### config.mk
export PLATFORM = sky130hd
export DESIGN_NAME = uart_regfront
export DESIGN_NICKNAME = d
export VERILOG_FILES = /design/src/rtl/uf_pkg.sv /design/src/rtl/uf_decode.sv /design/src/rtl/uf_rx_fifo.sv /design/src/rtl/uf_status.sv /design/src/rtl/uart_regfront.sv
export SDC_FILE = /design/constraint.sdc
export NUM_CORES = 1
export LEC_CHECK = 0
export ABC_AREA = 1
export BUFFER_PORTS_ARGS = -buffer_cell sky130_fd_sc_hd__buf_2
export CAP_MARGIN = 25
export CORE_UTILIZATION = 25
export CTS_BUF_LIST = sky130_fd_sc_hd__clkbuf_2 sky130_fd_sc_hd__clkbuf_4 sky130_fd_sc_hd__clkbuf_8
export DETAILED_ROUTE_END_ITERATION = 8
export PLACE_DENSITY = 0.5
export SLEW_MARGIN = 20
export SYNTH_ARGS = -nofsm -noshare
export SYNTH_HDL_FRONTEND = slang
export SYNTH_SLANG_ARGS = --single-unit
### constraint.sdc
create_clock -name clk -period 5.8 [get_ports clk]
set_input_delay 0.58 -clock clk [delete_from_list [all_inputs] [get_ports clk]]
set_output_delay 0.58 -clock clk [all_outputs]
set_load 0.05 [all_outputs]
### src/rtl/uf_pkg.sv
package uf_pkg;

  // Word indices of the register file
  typedef enum logic [1:0] {
    REG_RX   = 2'd0,
    REG_TX   = 2'd1,
    REG_STAT = 2'd2,
    REG_CTRL = 2'd3
  } reg_sel_e;

  // Status bit positions
  localparam int unsigned ST_RXVALID = 0;
  localparam int unsigned ST_RXFULL  = 1;
  localparam int unsigned ST_TXEMPTY = 2;
  localparam int unsigned ST_TXFULL  = 3;
  localparam int unsigned ST_PEND    = 4;

  // Control bit positions
  localparam int unsigned CT_TXCLR = 0;
  localparam int unsigned CT_RXCLR = 1;
  localparam int unsigned CT_IE    = 4;

  // Decoded bus access
  typedef struct packed {
    logic     in_range;
    reg_sel_e sel;
    logic     rd;
    logic     rd_rx;
    logic     wr_tx;
    logic     wr_ctrl;
  } dec_t;

endpackage

### src/rtl/uf_decode.sv
module uf_decode
  import uf_pkg::*;
#(
  parameter int unsigned ADDR_W = 5
) (
  input  logic              bus_sel,
  input  logic              bus_we,
  input  logic [ADDR_W-1:0] bus_addr,
  output dec_t              dec
);

  localparam int unsigned IDX_W = ADDR_W - 2;

  logic [IDX_W-1:0] word_idx;
  logic             unused_lsb;

  assign word_idx   = bus_addr[ADDR_W-1:2];
  assign unused_lsb = ^bus_addr[1:0];

  always_comb begin
    dec          = '0;
    dec.in_range = (32'(word_idx) < 32'd4);
    dec.sel      = reg_sel_e'(word_idx[1:0]);
    dec.rd       = bus_sel && !bus_we && dec.in_range;
    dec.rd_rx    = dec.rd && (dec.sel == REG_RX);
    dec.wr_tx    = bus_sel && bus_we && dec.in_range && (dec.sel == REG_TX);
    dec.wr_ctrl  = bus_sel && bus_we && dec.in_range && (dec.sel == REG_CTRL);
  end

endmodule

### src/rtl/uf_rx_fifo.sv
module uf_rx_fifo #(
  parameter int unsigned DEPTH  = 8,   // power of two
  parameter int unsigned BYTE_W = 8,
  localparam int unsigned PTR_W = $clog2(DEPTH),
  localparam int unsigned CNT_W = $clog2(DEPTH + 1)
) (
  input  logic              clk,
  input  logic              rst_n,
  input  logic              push_valid,
  input  logic [BYTE_W-1:0] push_data,
  input  logic              pop,
  input  logic              clear,
  output logic              ready,
  output logic [CNT_W-1:0]  count,
  output logic [CNT_W-1:0]  count_nxt,
  output logic [BYTE_W-1:0] head_data
);

  logic [BYTE_W-1:0] mem_q [DEPTH];
  logic [PTR_W-1:0]  wr_ptr_q, wr_ptr_d;
  logic [CNT_W-1:0]  cnt_q, cnt_d;
  logic [PTR_W-1:0]  rd_slot;
  logic [DEPTH-1:0]  slot_we;
  logic              do_push, do_pop;

  assign ready   = (cnt_q < CNT_W'(DEPTH));
  assign do_push = push_valid && ready && !clear;
  assign do_pop  = pop && (cnt_q != '0);
  assign rd_slot = wr_ptr_q - cnt_q[PTR_W-1:0];

  // One write enable per storage slot
  for (genvar gi = 0; gi < DEPTH; gi++) begin : g_slot_we
    assign slot_we[gi] = do_push && (wr_ptr_q == PTR_W'(gi));
  end

  // Next state of pointer and count
  always_comb begin
    wr_ptr_d = wr_ptr_q;
    cnt_d    = cnt_q;
    if (clear) begin
      wr_ptr_d = '0;
      cnt_d    = '0;
    end else begin
      if (do_push) wr_ptr_d = wr_ptr_q + PTR_W'(1);
      cnt_d = cnt_q + CNT_W'(do_push) - CNT_W'(do_pop);
    end
  end

  always_ff @(posedge clk or negedge rst_n) begin
    if (!rst_n) begin
      wr_ptr_q <= '0;
      cnt_q    <= '0;
    end else begin
      wr_ptr_q <= wr_ptr_d;
      cnt_q    <= cnt_d;
    end
  end

  // Storage: no reset, written only through per-slot enables
  always_ff @(posedge clk) begin
    for (int i = 0; i < DEPTH; i++) begin
      if (slot_we[i]) mem_q[i] <= push_data;
    end
  end

  assign head_data = mem_q[rd_slot];
  assign count     = cnt_q;
  assign count_nxt = cnt_d;

endmodule

### src/rtl/uf_status.sv
module uf_status
  import uf_pkg::*;
#(
  parameter int unsigned DATA_W = 32,
  parameter int unsigned DEPTH  = 8,
  localparam int unsigned CNT_W = $clog2(DEPTH + 1)
) (
  input  logic              clk,
  input  logic              rst_n,
  input  logic [CNT_W-1:0]  count,
  input  logic [CNT_W-1:0]  count_nxt,
  input  logic              tx_wr,
  input  logic              ctrl_ie,
  output logic [DATA_W-1:0] status_word,
  output logic              pend_q,
  output logic              irq
);

  logic pend_set;

  assign pend_set = (count_nxt != '0) || tx_wr;

  // Sticky pending flag with explicit enable
  always_ff @(posedge clk or negedge rst_n) begin
    if (!rst_n) begin
      pend_q <= 1'b0;
    end else if (pend_set) begin
      pend_q <= 1'b1;
    end
  end

  always_comb begin
    status_word             = '0;
    status_word[ST_RXVALID] = (count != '0);
    status_word[ST_RXFULL]  = (count == CNT_W'(DEPTH));
    status_word[ST_TXEMPTY] = 1'b1;
    status_word[ST_TXFULL]  = 1'b0;
    status_word[ST_PEND]    = pend_q;
  end

  assign irq = pend_q && ctrl_ie;

endmodule

### src/rtl/uart_regfront.sv
module uart_regfront
  import uf_pkg::*;
#(
  parameter int unsigned ADDR_W = 5,
  parameter int unsigned DATA_W = 32,
  parameter int unsigned BYTE_W = 8,
  parameter int unsigned DEPTH  = 8,
  localparam int unsigned CNT_W = $clog2(DEPTH + 1)
) (
  input  logic              clk,
  input  logic              rst_n,
  input  logic              bus_sel,
  input  logic              bus_we,
  input  logic [ADDR_W-1:0] bus_addr,
  input  logic [DATA_W-1:0] bus_wdata,
  output logic [DATA_W-1:0] bus_rdata,
  input  logic              rx_valid,
  input  logic [BYTE_W-1:0] rx_byte,
  output logic              rx_ready,
  output logic              tx_strobe,
  output logic [BYTE_W-1:0] tx_byte,
  output logic              irq
);

  dec_t              dec;
  logic [CNT_W-1:0]  fifo_count, fifo_count_nxt;
  logic [BYTE_W-1:0] head_data;
  logic [DATA_W-1:0] status_word;
  logic              pend_q;
  logic              rx_clear;

  logic [DATA_W-1:0] ctrl_q, ctrl_d;
  logic [DATA_W-1:0] txreg_q, txreg_d;
  logic [BYTE_W-1:0] txbyte_q, txbyte_d;
  logic              txstb_q, txstb_d;

  uf_decode #(.ADDR_W(ADDR_W)) u_decode (
    .bus_sel  (bus_sel),
    .bus_we   (bus_we),
    .bus_addr (bus_addr),
    .dec      (dec)
  );

  assign rx_clear = dec.wr_ctrl && bus_wdata[CT_RXCLR];

  uf_rx_fifo #(.DEPTH(DEPTH), .BYTE_W(BYTE_W)) u_rx_fifo (
    .clk        (clk),
    .rst_n      (rst_n),
    .push_valid (rx_valid),
    .push_data  (rx_byte),
    .pop        (dec.rd_rx),
    .clear      (rx_clear),
    .ready      (rx_ready),
    .count      (fifo_count),
    .count_nxt  (fifo_count_nxt),
    .head_data  (head_data)
  );

  uf_status #(.DATA_W(DATA_W), .DEPTH(DEPTH)) u_status (
    .clk         (clk),
    .rst_n       (rst_n),
    .count       (fifo_count),
    .count_nxt   (fifo_count_nxt),
    .tx_wr       (dec.wr_tx),
    .ctrl_ie     (ctrl_q[CT_IE]),
    .status_word (status_word),
    .pend_q      (pend_q),
    .irq         (irq)
  );

  // Next state of the control and transmit registers
  always_comb begin
    ctrl_d   = ctrl_q;
    txreg_d  = txreg_q;
    txbyte_d = txbyte_q;
    txstb_d  = dec.wr_tx;
    if (dec.wr_ctrl) ctrl_d = bus_wdata;
    if (dec.wr_tx) begin
      txreg_d  = bus_wdata;
      txbyte_d = bus_wdata[BYTE_W-1:0];
    end
  end

  always_ff @(posedge clk or negedge rst_n) begin
    if (!rst_n) begin
      ctrl_q   <= '0;
      txreg_q  <= '0;
      txbyte_q <= '0;
      txstb_q  <= 1'b0;
    end else begin
      ctrl_q   <= ctrl_d;
      txreg_q  <= txreg_d;
      txbyte_q <= txbyte_d;
      txstb_q  <= txstb_d;
    end
  end

  // Read data mux
  always_comb begin
    bus_rdata = '0;
    if (dec.rd) begin
      unique case (dec.sel)
        REG_RX:   bus_rdata = DATA_W'(head_data);
        REG_TX:   bus_rdata = txreg_q;
        REG_STAT: bus_rdata = status_word;
        REG_CTRL: bus_rdata = ctrl_q;
        default:  bus_rdata = '0;
      endcase
    end
  end

  assign tx_strobe = txstb_q;
  assign tx_byte   = txbyte_q;

endmodule

==> flow_metrics.env, run 1 <==
export IMPL_cp_cell_sequence="inv_1 -> ha_1 -> inv_1 -> fa_1 -> inv_1 -> nand3_1 -> nand2_1 -> nand2_1 -> nand2_1 -> a21oi_1 -> buf_2"
export IMPL_slowest_stage="fa_1"
export IMPL_fill_cells=2717
export IMPL_worstSetupPathType="flip-flop to primary output"
export IMPL_portBuffers=90
export IMPL_crit_buf_inv=4
export IMPL_postCtsResizedCells=0
export IMPL_max_freq_mhz=234
export IMPL_syn_avg_cell_area_um2=9.47
export IMPL_met2_length_um=7560
export IMPL_io_pins=93
export IMPL_route_detailed_drc=0
export IMPL_pwr_density_cell_nw_per_um2=464
export IMPL_hold_viol_final=0
export IMPL_wirelength_um=15600
export IMPL_grt_pass1_vias=4430
export IMPL_async_flop_share_pct=53.3
export IMPL_worst_slew_pin_transition_ns=0.993
export IMPL_firstDrtPassIters=7
export IMPL_hold_class="input pin to async pin"
export IMPL_cp_top_family="adder cells"
export IMPL_wl_met1_um=7320
export IMPL_final_antenna_net_count=0
export IMPL_setup_viol=0
export IMPL_syn_area_um2=6530
export IMPL_skew_ns=0.0132
export IMPL_status="complete, no violations"
export IMPL_cts_root_buf="clkbuf_8"
export IMPL_min_period_ns=4.28
export IMPL_drt_initial_drc_count=313
export IMPL_ys_seq_area_share_pct=57.4
export IMPL_cts_hold_buf=0
export IMPL_drive_gt1_share_pct=21.8
export IMPL_ys_seq_elements=137
export IMPL_dieArea_um2=26800
export IMPL_worstPathArrival_ns=3.70
export IMPL_ys_warn_count=0
export IMPL_wire_per_inst_um=14.1
export IMPL_vias=4613
export IMPL_max_vdd_ir_drop_uv=228
export IMPL_viasPerCell=4.16
export IMPL_grt_pass1_wl_um=24600
export IMPL_gr_total_overflow=0
export IMPL_cts_sinks=137
export IMPL_grtUsageTotal_pct=12.2
export IMPL_grt_max_degree=74
export IMPL_cts_tree="built"
export IMPL_wl_met3_um=620
export IMPL_required_ns=5.22
export IMPL_place_gp_congestion=0.753
export IMPL_post_cts_buffers=0
export IMPL_layout_common_cells="nand2_1, buf_2, dfrtp_1"
export IMPL_numCtsBuffers=17
export IMPL_p_leak_nw=3.52
export IMPL_postSynthCellCount=689
export IMPL_synthDistinctLibCells=30
export IMPL_fp_row_count=58
export IMPL_area_growth_pct=16.4
export IMPL_report_final_slew_viol_count=0
export IMPL_finalPower_mw=3.53
export IMPL_die_y_um=164
export IMPL_htree_levels=4
export IMPL_fin_crit_sh_pct=73.8
export IMPL_initial_core_util_pct=25.7
export IMPL_synth_net_count=754
export IMPL_dpl_hpwl_um=10300
export IMPL_die_w_um=164
export IMPL_max_cap_violations=0
export IMPL_core_area_um2=25400
export IMPL_antenna_found_initial=1
export IMPL_clock_latency_ns=0.44
export IMPL_synth_ff_type="dfrtp_1"
export IMPL_setup_tns_ns=0
export IMPL_clkTransAtPathRegs_ns=0.09
export IMPL_slowest_delay_ns=0.99
export IMPL_grt_setup_unrepaired="false"
export IMPL_maxUsedRoutingLayer="met4"
export IMPL_relSlewSlack_pct=33.4
export IMPL_synth_edff_count=64
export IMPL_layout_cells_most_common="nand2_1"
export IMPL_cts_path_max_buffers=2
export IMPL_endpoint_kind="primary output"
export IMPL_critPathLaunchType="flip-flop"
export IMPL_nets=829
export IMPL_worstPathMaxFanout=17
[area by class of cell]
class | count | area, µm² | area share (%)
clock buffer | 18 | 241 | 3.18
multi-input combinational | 444 | 2220 | 29.3
tap | 330 | 413 | 5.43
timing repair buffer | 94 | 523 | 6.88
clock inverter | 14 | 173 | 2.27
inverter | 70 | 273 | 3.59
sequential | 137 | 3750 | 49.3
antenna | 1 | 2.50 | 0.0329
[routing by layer]
metal,vias to the layer above,track usage [%]
met5,-,0
met4,0,3.66
met3,7,3.48
met2,67,19.5
met1,2161,16.0
li1,2378,-
[final timing paths]
kind | start | to | slack (ns) | cells past startpoint
worst min-delay path | rst_n | txreg_q[16]$_DFFE_PN0P_ | 0.06 | 1
worst max register to register | u_rx_fifo.count[3]$_DFF_PN0_ | u_status.pend_q$_DFFE_PN0P_ | 3.41 | 11
worst min register to register | ctrl_q[1]$_DFFE_PN0N_ | ctrl_q[1]$_DFFE_PN0N_ | 0.48 | 2
worst max-delay path | u_rx_fifo.wr_ptr_q[0]$_DFFE_PN0P_ | bus_rdata[2] | 1.52 | 11
max in group asynchronous | rst_n | txreg_q[1]$_DFFE_PN0P_ | 5.17 | 2
min in group clk | bus_wdata[13] | ctrl_q[13]$_DFFE_PN0N_ | 0.40 | 3
[worst register-to-register path, cell delays in order, from the launching register on]
cell,delay [ns]
dfrtp_1,0.42
inv_1,0.19
ha_1,0.18
nand2_1,0.06
nand2_1,0.07
nor2_1,0.05
ha_1,0.27
inv_1,0.04
ha_1,0.22
fa_1,0.46
o21ai_0,0.21
nand4_1,0.10
[state kept, by name (all words and copies together), names as in the netlist]
signal	count
txreg_q	32
u_rx_fifo.count	4
u_rx_fifo.mem_q	64
u_status.pend_q	1
tx_strobe	1
u_rx_fifo.wr_ptr_q	3
ctrl_q	32
[logic make-up (layout without fill, tap and decap cells)]
logic type / after synthesis / in the layout / share of synthesized area [%]
simple gates: 322 / 322 / 20.6
flops: 137 / 137 / 57.4
buf+inv: 108 / 196 / 8.97
compound gates: 105 / 105 / 9.64
fa+ha+maj: 15 / 15 / 3.11
xor+xnor: 1 / 1 / 0.134
mux: 1 / 1 / 0.153
other cells: 0 / 1 / 0
[report_power, final]
group	switching, mW	total [mW]	leakage, nW	internal (mW)
Sequential	0.0866	1.26	1.50	1.17
Clock	0.382	0.814	0.207	0.432
Combinational	0.993	1.45	1.82	0.462
[Yosys cell counts, drive strengths merged (3+ instances only)]
library cell	instances	share of area, %
edfxtp	64	29
o211ai	4	0.46
nor3	6	0.46
dfrtp	73	28
o21ai	67	6.5
a21oi	33	2.5
clkbuf	3	0.17
inv	70	4.2
nand2	259	15
nor2	11	1.0
buf	35	4.6
nand3	44	3.8
ha	13	2.5
[through the flow]
step	setup slack, ns	utilization (%)	instances	area (µm²)	hold slack (ns)
6_report	1.52	29.9	1108	7600	0.0607
5_1_grt	1.19	29.9	1107	7590	0.0431
4_1_cts	1.38	29.7	1104	7530	0.295
3_5_place_dp	1.90	28.0	1072	7120	0.466
3_3_place_gp	1.91	28.0	1072	7120	0.464
2_1_floorplan	2.68	-	689	6530	0.284
Note: power is estimated with default switching activity, not from simulation.
==> inputs of run 2 (changes only) <==
Clock period 5.8 ns to 4.3 ns, I/O delays scaled along.
==> flow_metrics.env, run 2 (same netlist as run 1, synthesis figures left out) <==
export IMPL_pwr_share_clk_pct=23.9
export IMPL_slowest_stage="fa_1"
export IMPL_report_final_slew_viol_count=0
export IMPL_numCtsBuffers=17
export IMPL_cp_cell_sequence="inv_1 -> ha_1 -> inv_1 -> fa_1 -> inv_1 -> buf_4 -> nand3_1 -> nand2_1 -> nand2_1 -> nand2_1 -> a21oi_1 -> buf_2"
export IMPL_layout_common_cells="nand2_1, buf_2, dfrtp_1"
export IMPL_grt_max_degree=74
export IMPL_drt_initial_drc_count=277
export IMPL_clock_latency_ns=0.45
export IMPL_max_freq_mhz=297
export IMPL_place_gp_congestion=0.719
export IMPL_required_ns=3.87
export IMPL_power_share_switching_pct=40.7
export IMPL_power_internal_mw=2.85
export IMPL_cts_hold_buf=0
export IMPL_antenna_found_initial=1
export IMPL_grt_pass1_vias=4564
export IMPL_worst_slew_pin_transition_ns=0.985
export IMPL_setup_tns_ns=0
export IMPL_worstPathArrival_ns=2.93
export IMPL_skew_ns=0.0111
export IMPL_core_area_um2=25400
export IMPL_endpoint_kind="primary output"
export IMPL_final_antenna_net_count=0
export IMPL_clkTransAtPathRegs_ns=0.08
export IMPL_portBuffers=90
export IMPL_fill_cells=2704
export IMPL_slowest_delay_ns=0.52
export IMPL_critPathLaunchType="flip-flop"
export IMPL_reg_top3="u_rx_fifo.mem_q x64, ctrl_q x32, txreg_q x32"
export IMPL_largest_reg_flops=64
export IMPL_initial_core_util_pct=25.7
export IMPL_postCtsResizedCells=0
export IMPL_grt_pass1_wl_um=24300
export IMPL_pwr_density_cell_nw_per_um2=630
export IMPL_post_cts_buffers=0
export IMPL_top_register="u_rx_fifo.mem_q"
export IMPL_combPwrFrac_pct=40.7
export IMPL_cts_sinks=137
export IMPL_layout_cells_most_common="nand2_1"
export IMPL_fp_row_count=58
export IMPL_die_y_um=164
export IMPL_use_met3_pct=3.00
export IMPL_dieArea_um2=26800
export IMPL_route_detailed_drc=0
export IMPL_firstDrtPassIters=4
export IMPL_relSlewSlack_pct=34.0
export IMPL_dpl_hpwl_um=10500
export IMPL_drive_gt1_share_pct=22.0
export IMPL_setup_viol=0
export IMPL_wire_per_inst_um=14.1
export IMPL_viasPerCell=4.22
export IMPL_nets=834
export IMPL_use_met2_pct=20.2
export IMPL_die_w_um=164
export IMPL_status="complete, no violations"
export IMPL_wirelength_um=15700
export IMPL_htree_levels=4
export IMPL_grtUsageTotal_pct=12.1
export IMPL_max_vdd_ir_drop_uv=256
export IMPL_worstPathMaxFanout=12
export IMPL_grt_setup_unrepaired="false"
export IMPL_fin_crit_sh_pct=78.2
export IMPL_vias=4693
export IMPL_p_switching_mw=1.95
export IMPL_gr_total_overflow=0
export IMPL_max_cap_violations=0
export IMPL_grt_busiest_layer="met2"
export IMPL_cts_path_max_buffers=2
export IMPL_area_growth_pct=16.8
export IMPL_min_period_ns=3.36
export IMPL_hold_class="input pin to flip-flop"
export IMPL_whs_ns=0.235
export IMPL_p_seq_share_pct=35.4
export IMPL_cts_root_buf="clkbuf_8"
export IMPL_io_pins=93
export IMPL_cts_tree="built"
export IMPL_p_leak_nw=3.55
export IMPL_worstSetupPathType="flip-flop to primary output"
export IMPL_cp_top_family="buffers and inverters"
export IMPL_crit_buf_inv=5
export IMPL_hold_viol_final=0
export IMPL_met1_usage_pct=14.9
[run 2: cell types whose count changed in the layout (fill, tap and decap cells not counted)]
cell | previous run | this run
inv_6 | 3 | 2
buf_16 | 2 | 0
nor3_1 | 0 | 1
buf_12 | 0 | 1
bufinv_16 | 3 | 4
dlygate4sd3_1 | 0 | 1
buf_4 | 3 | 7
nor3_2 | 6 | 5
buf_6 | 0 | 1
clkinvlp_4 | 2 | 1
clkinv_2 | 3 | 5
inv_4 | 2 | 4
clkbuf_8 | 17 | 18
clkinv_4 | 4 | 0
[run 2: stage by stage]
step | instances | setup WS, ns | cell area, µm² | util [%] | power, mW
after floorplan | 689 | 1.33 | 6530 | - | 3.21
after global placement | 1077 | 1.35 | 7150 | 28.2 | 3.69
after detailed placement | 1078 | 1.36 | 7160 | 28.2 | 3.71
after CTS | 1110 | 0.860 | 7590 | 29.9 | 4.86
after global routing | 1112 | 0.723 | 7620 | 30.0 | 5.18
final | 1113 | 0.936 | 7620 | 30.0 | 4.80
[run 2: path summary, 6_finish.rpt]
path,endpoint,from,cells after the start,slack (ns)
min in group asynchronous,txreg_q[16]$_DFFE_PN0P_,rst_n,2,0.50
max reg2reg,u_status.pend_q$_DFFE_PN0P_,u_rx_fifo.count[3]$_DFF_PN0_,11,1.98
max,bus_rdata[0],u_rx_fifo.wr_ptr_q[0]$_DFFE_PN0P_,12,0.94
max in group asynchronous,u_rx_fifo.count[3]$_DFF_PN0_,rst_n,3,3.21
min,ctrl_q[14]$_DFFE_PN0N_,bus_wdata[14],3,0.24
min reg2reg,ctrl_q[1]$_DFFE_PN0N_,ctrl_q[1]$_DFFE_PN0N_,2,0.48
[run 2: worst min-delay path: cells and delay by family]
kind	cells	cell delay, ns
AO/OA/AOI/OAI	1	0.06
buffers and inverters	2	0.15
[run 2: metal layers]
| layer | vias to the layer above | share of wire, % |
|---|---|---|
| li1 | 2386 | - |
| met5 | - | 0 |
| met3 | 17 | 3.9 |
| met2 | 71 | 49 |
| met1 | 2219 | 45 |
| met4 | 0 | 1.8 |
[run 2: final cells by class]
class	instances	area, µm²	share of cell area [%]
antenna	1	2.50	0.0328
clock buffer	19	255	3.35
clock inverter	13	174	2.28
inverter	70	273	3.58
multi-input combinational	444	2220	29.1
sequential	137	3750	49.2
tap	330	413	5.42
timing repair buffer	99	539	7.07
[run 2: power by group through the flow]
stage | registers (mW) | logic (mW) | clock network (mW)
after floorplan | 1.69 | 1.51 | 0
after global placement | 1.72 | 1.97 | 0
after detailed placement | 1.72 | 1.98 | 0
after CTS | 1.70 | 1.98 | 1.17
after global routing | 1.73 | 2.23 | 1.22
final | 1.70 | 1.96 | 1.15
==> inputs of run 3 (changes only) <==
Settings changed: PLACE_DENSITY 0.5 to 0.52.
Clock period 4.3 ns to 2.9 ns, I/O delays scaled along.
==> flow_metrics.env, run 3 (same netlist as run 1, synthesis figures left out) <==
export IMPL_slowest_delay_ns=0.60
export IMPL_hold_class="input pin to flip-flop"
export IMPL_cp_cell_sequence="inv_2 -> ha_4 -> inv_2 -> fa_2 -> clkinvlp_4 -> buf_8 -> nand3_2 -> nand2_2 -> nand2_1 -> nand2_1 -> a21oi_1 -> buf_4"
export IMPL_grt_setup_unrepaired="true"
export IMPL_endpoint_kind="primary output"
export IMPL_skew_ns=0.00484
export IMPL_grt_max_degree=74
export IMPL_nets=854
export IMPL_min_period_ns=2.92
export IMPL_wire_per_inst_um=14.4
export IMPL_setup_ws_ns=-0.0162
export IMPL_whs_ns=0.108
export IMPL_htree_levels=4
export IMPL_multi_input_area_um2=2300
export IMPL_numCtsBuffers=17
export IMPL_setup_viol=2
export IMPL_max_cap_violations=0
export IMPL_cts_path_max_buffers=2
export IMPL_cts_root_buf="clkbuf_8"
export IMPL_worst_slew_pin_transition_ns=0.904
export IMPL_setup_tns_ns=-0.0213
export IMPL_wirelength_um=16400
export IMPL_firstDrtPassIters=4
export IMPL_clock_latency_ns=0.44
export IMPL_dp_cells=1093
export IMPL_postLayoutCellArea_um2=7860
export IMPL_fp_row_count=58
export IMPL_clkTransAtPathRegs_ns=0.08
export IMPL_fill_cells=2747
export IMPL_io_pins=93
export IMPL_finalPower_mw=7.51
export IMPL_core_area_um2=25400
export IMPL_place_area_um2=7260
export IMPL_critPathLaunchType="flip-flop"
export IMPL_dieArea_um2=26800
export IMPL_grt_pass1_wl_um=25800
export IMPL_antenna_found_initial=1
export IMPL_drive_gt1_share_pct=26.7
export IMPL_worstSetupPathType="flip-flop to primary output"
export IMPL_grtUsageTotal_pct=12.6
export IMPL_dpl_hpwl_um=10800
export IMPL_relSlewSlack_pct=39.6
export IMPL_max_freq_mhz=343
export IMPL_place_gp_congestion=0.732
export IMPL_ff_latch_area_um2=3750
export IMPL_largest_reg_flops=64
export IMPL_report_final_slew_viol_count=0
export IMPL_die_y_um=164
export IMPL_worstPathMaxFanout=7
export IMPL_layout_cells_non_filler=1133
export IMPL_die_w_um=164
export IMPL_cp_top_family="buffers and inverters"
export IMPL_required_ns=2.61
export IMPL_hold_viol_final=0
export IMPL_grt_pass1_vias=4797
export IMPL_viasPerCell=4.24
export IMPL_slowest_stage="fa_2"
export IMPL_max_vdd_ir_drop_uv=475
export IMPL_reg_top3="u_rx_fifo.mem_q x64, ctrl_q x32, txreg_q x32"
export IMPL_route_detailed_drc=0
export IMPL_layout_cells_most_common="nand2_1"
export IMPL_final_antenna_net_count=0
export IMPL_cts_sinks=137
export IMPL_status="finished with violations"
export IMPL_area_growth_pct=20.5
export IMPL_initial_core_util_pct=25.7
export IMPL_violations="setup timing"
export IMPL_p_leak_nw=3.64
export IMPL_worstPathArrival_ns=2.63
export IMPL_cts_tree="built"
export IMPL_drt_initial_drc_count=307
export IMPL_layout_common_cells="nand2_1, buf_2, dfrtp_1"
export IMPL_portBuffers=90
export IMPL_crit_buf_inv=5
export IMPL_pwr_density_cell_nw_per_um2=955
export IMPL_top_register="u_rx_fifo.mem_q"
export IMPL_vias=4806
export IMPL_fin_crit_sh_pct=101
export IMPL_gr_total_overflow=0
[run 3: power breakdown]
part           switching (mW)  internal (mW)
clock network           0.720          0.690
registers               0.178           2.34
logic                    2.25           1.33
total                    3.14           4.36
[run 3: final cells by class]
cell class                 instances  area share [%]
antenna                            1          0.0318
clock buffer                      24            3.88
clock inverter                     8           0.573
inverter                          70            3.52
multi-input combinational        444            29.3
sequential                       137            47.7
tap                              330            5.25
timing repair buffer             118            9.67
timing repair inverter             1          0.0955
[run 3: tightest hold or removal path, cell delays in order]
cell,delay (ns)
buf_2,0.09
inv_1,0.07
o21ai_2,0.06
[run 3: routing by layer]
layer | vias to the layer above | wire [µm] | GRT usage [%]
met5 | - | 0 | 0
li1 | 2432 | - | -
met4 | 0 | 199 | 3.83
met1 | 2291 | 7730 | 16.6
met3 | 10 | 615 | 3.05
met2 | 73 | 7820 | 20.5
[run 3: repair_timing]
item / 4_1_cts / 5_1_grt
pin swaps: 17 / 16
endpoints found under the setup margin: 8 / 8
cloned: 1 / 0
hold endpoints to repair: 0 / 30
hold buffers: 0 / 1
resized for setup: 39 / 8
buffers inserted: 4 / 0
[run 3: path summary, 6_finish.rpt]
check,from,endpoint,slack (ns),cells after the start
max in group asynchronous,rst_n,txreg_q[1]$_DFFE_PN0P_,1.98,3
min reg2reg,ctrl_q[1]$_DFFE_PN0N_,ctrl_q[1]$_DFFE_PN0N_,0.48,2
min in group asynchronous,rst_n,ctrl_q[16]$_DFFE_PN0N_,0.33,2
max,u_rx_fifo.wr_ptr_q[0]$_DFFE_PN0P_,bus_rdata[6],-0.02,12
max reg2reg,u_rx_fifo.count[3]$_DFF_PN0_,u_status.pend_q$_DFFE_PN0P_,0.56,11
min,bus_wdata[24],ctrl_q[24]$_DFFE_PN0N_,0.11,3
[run 3: per-stage QoR]
| stage | utilization [%] | setup WS (ns) |
|---|---|---|
| floorplan | - | 0.0716 |
| global placement | 28.6 | 0.185 |
| detailed placement | 28.6 | 0.158 |
| CTS | 30.7 | -0.0841 |
| global route | 31.0 | -0.135 |
| finish | 31.0 | -0.0162 |
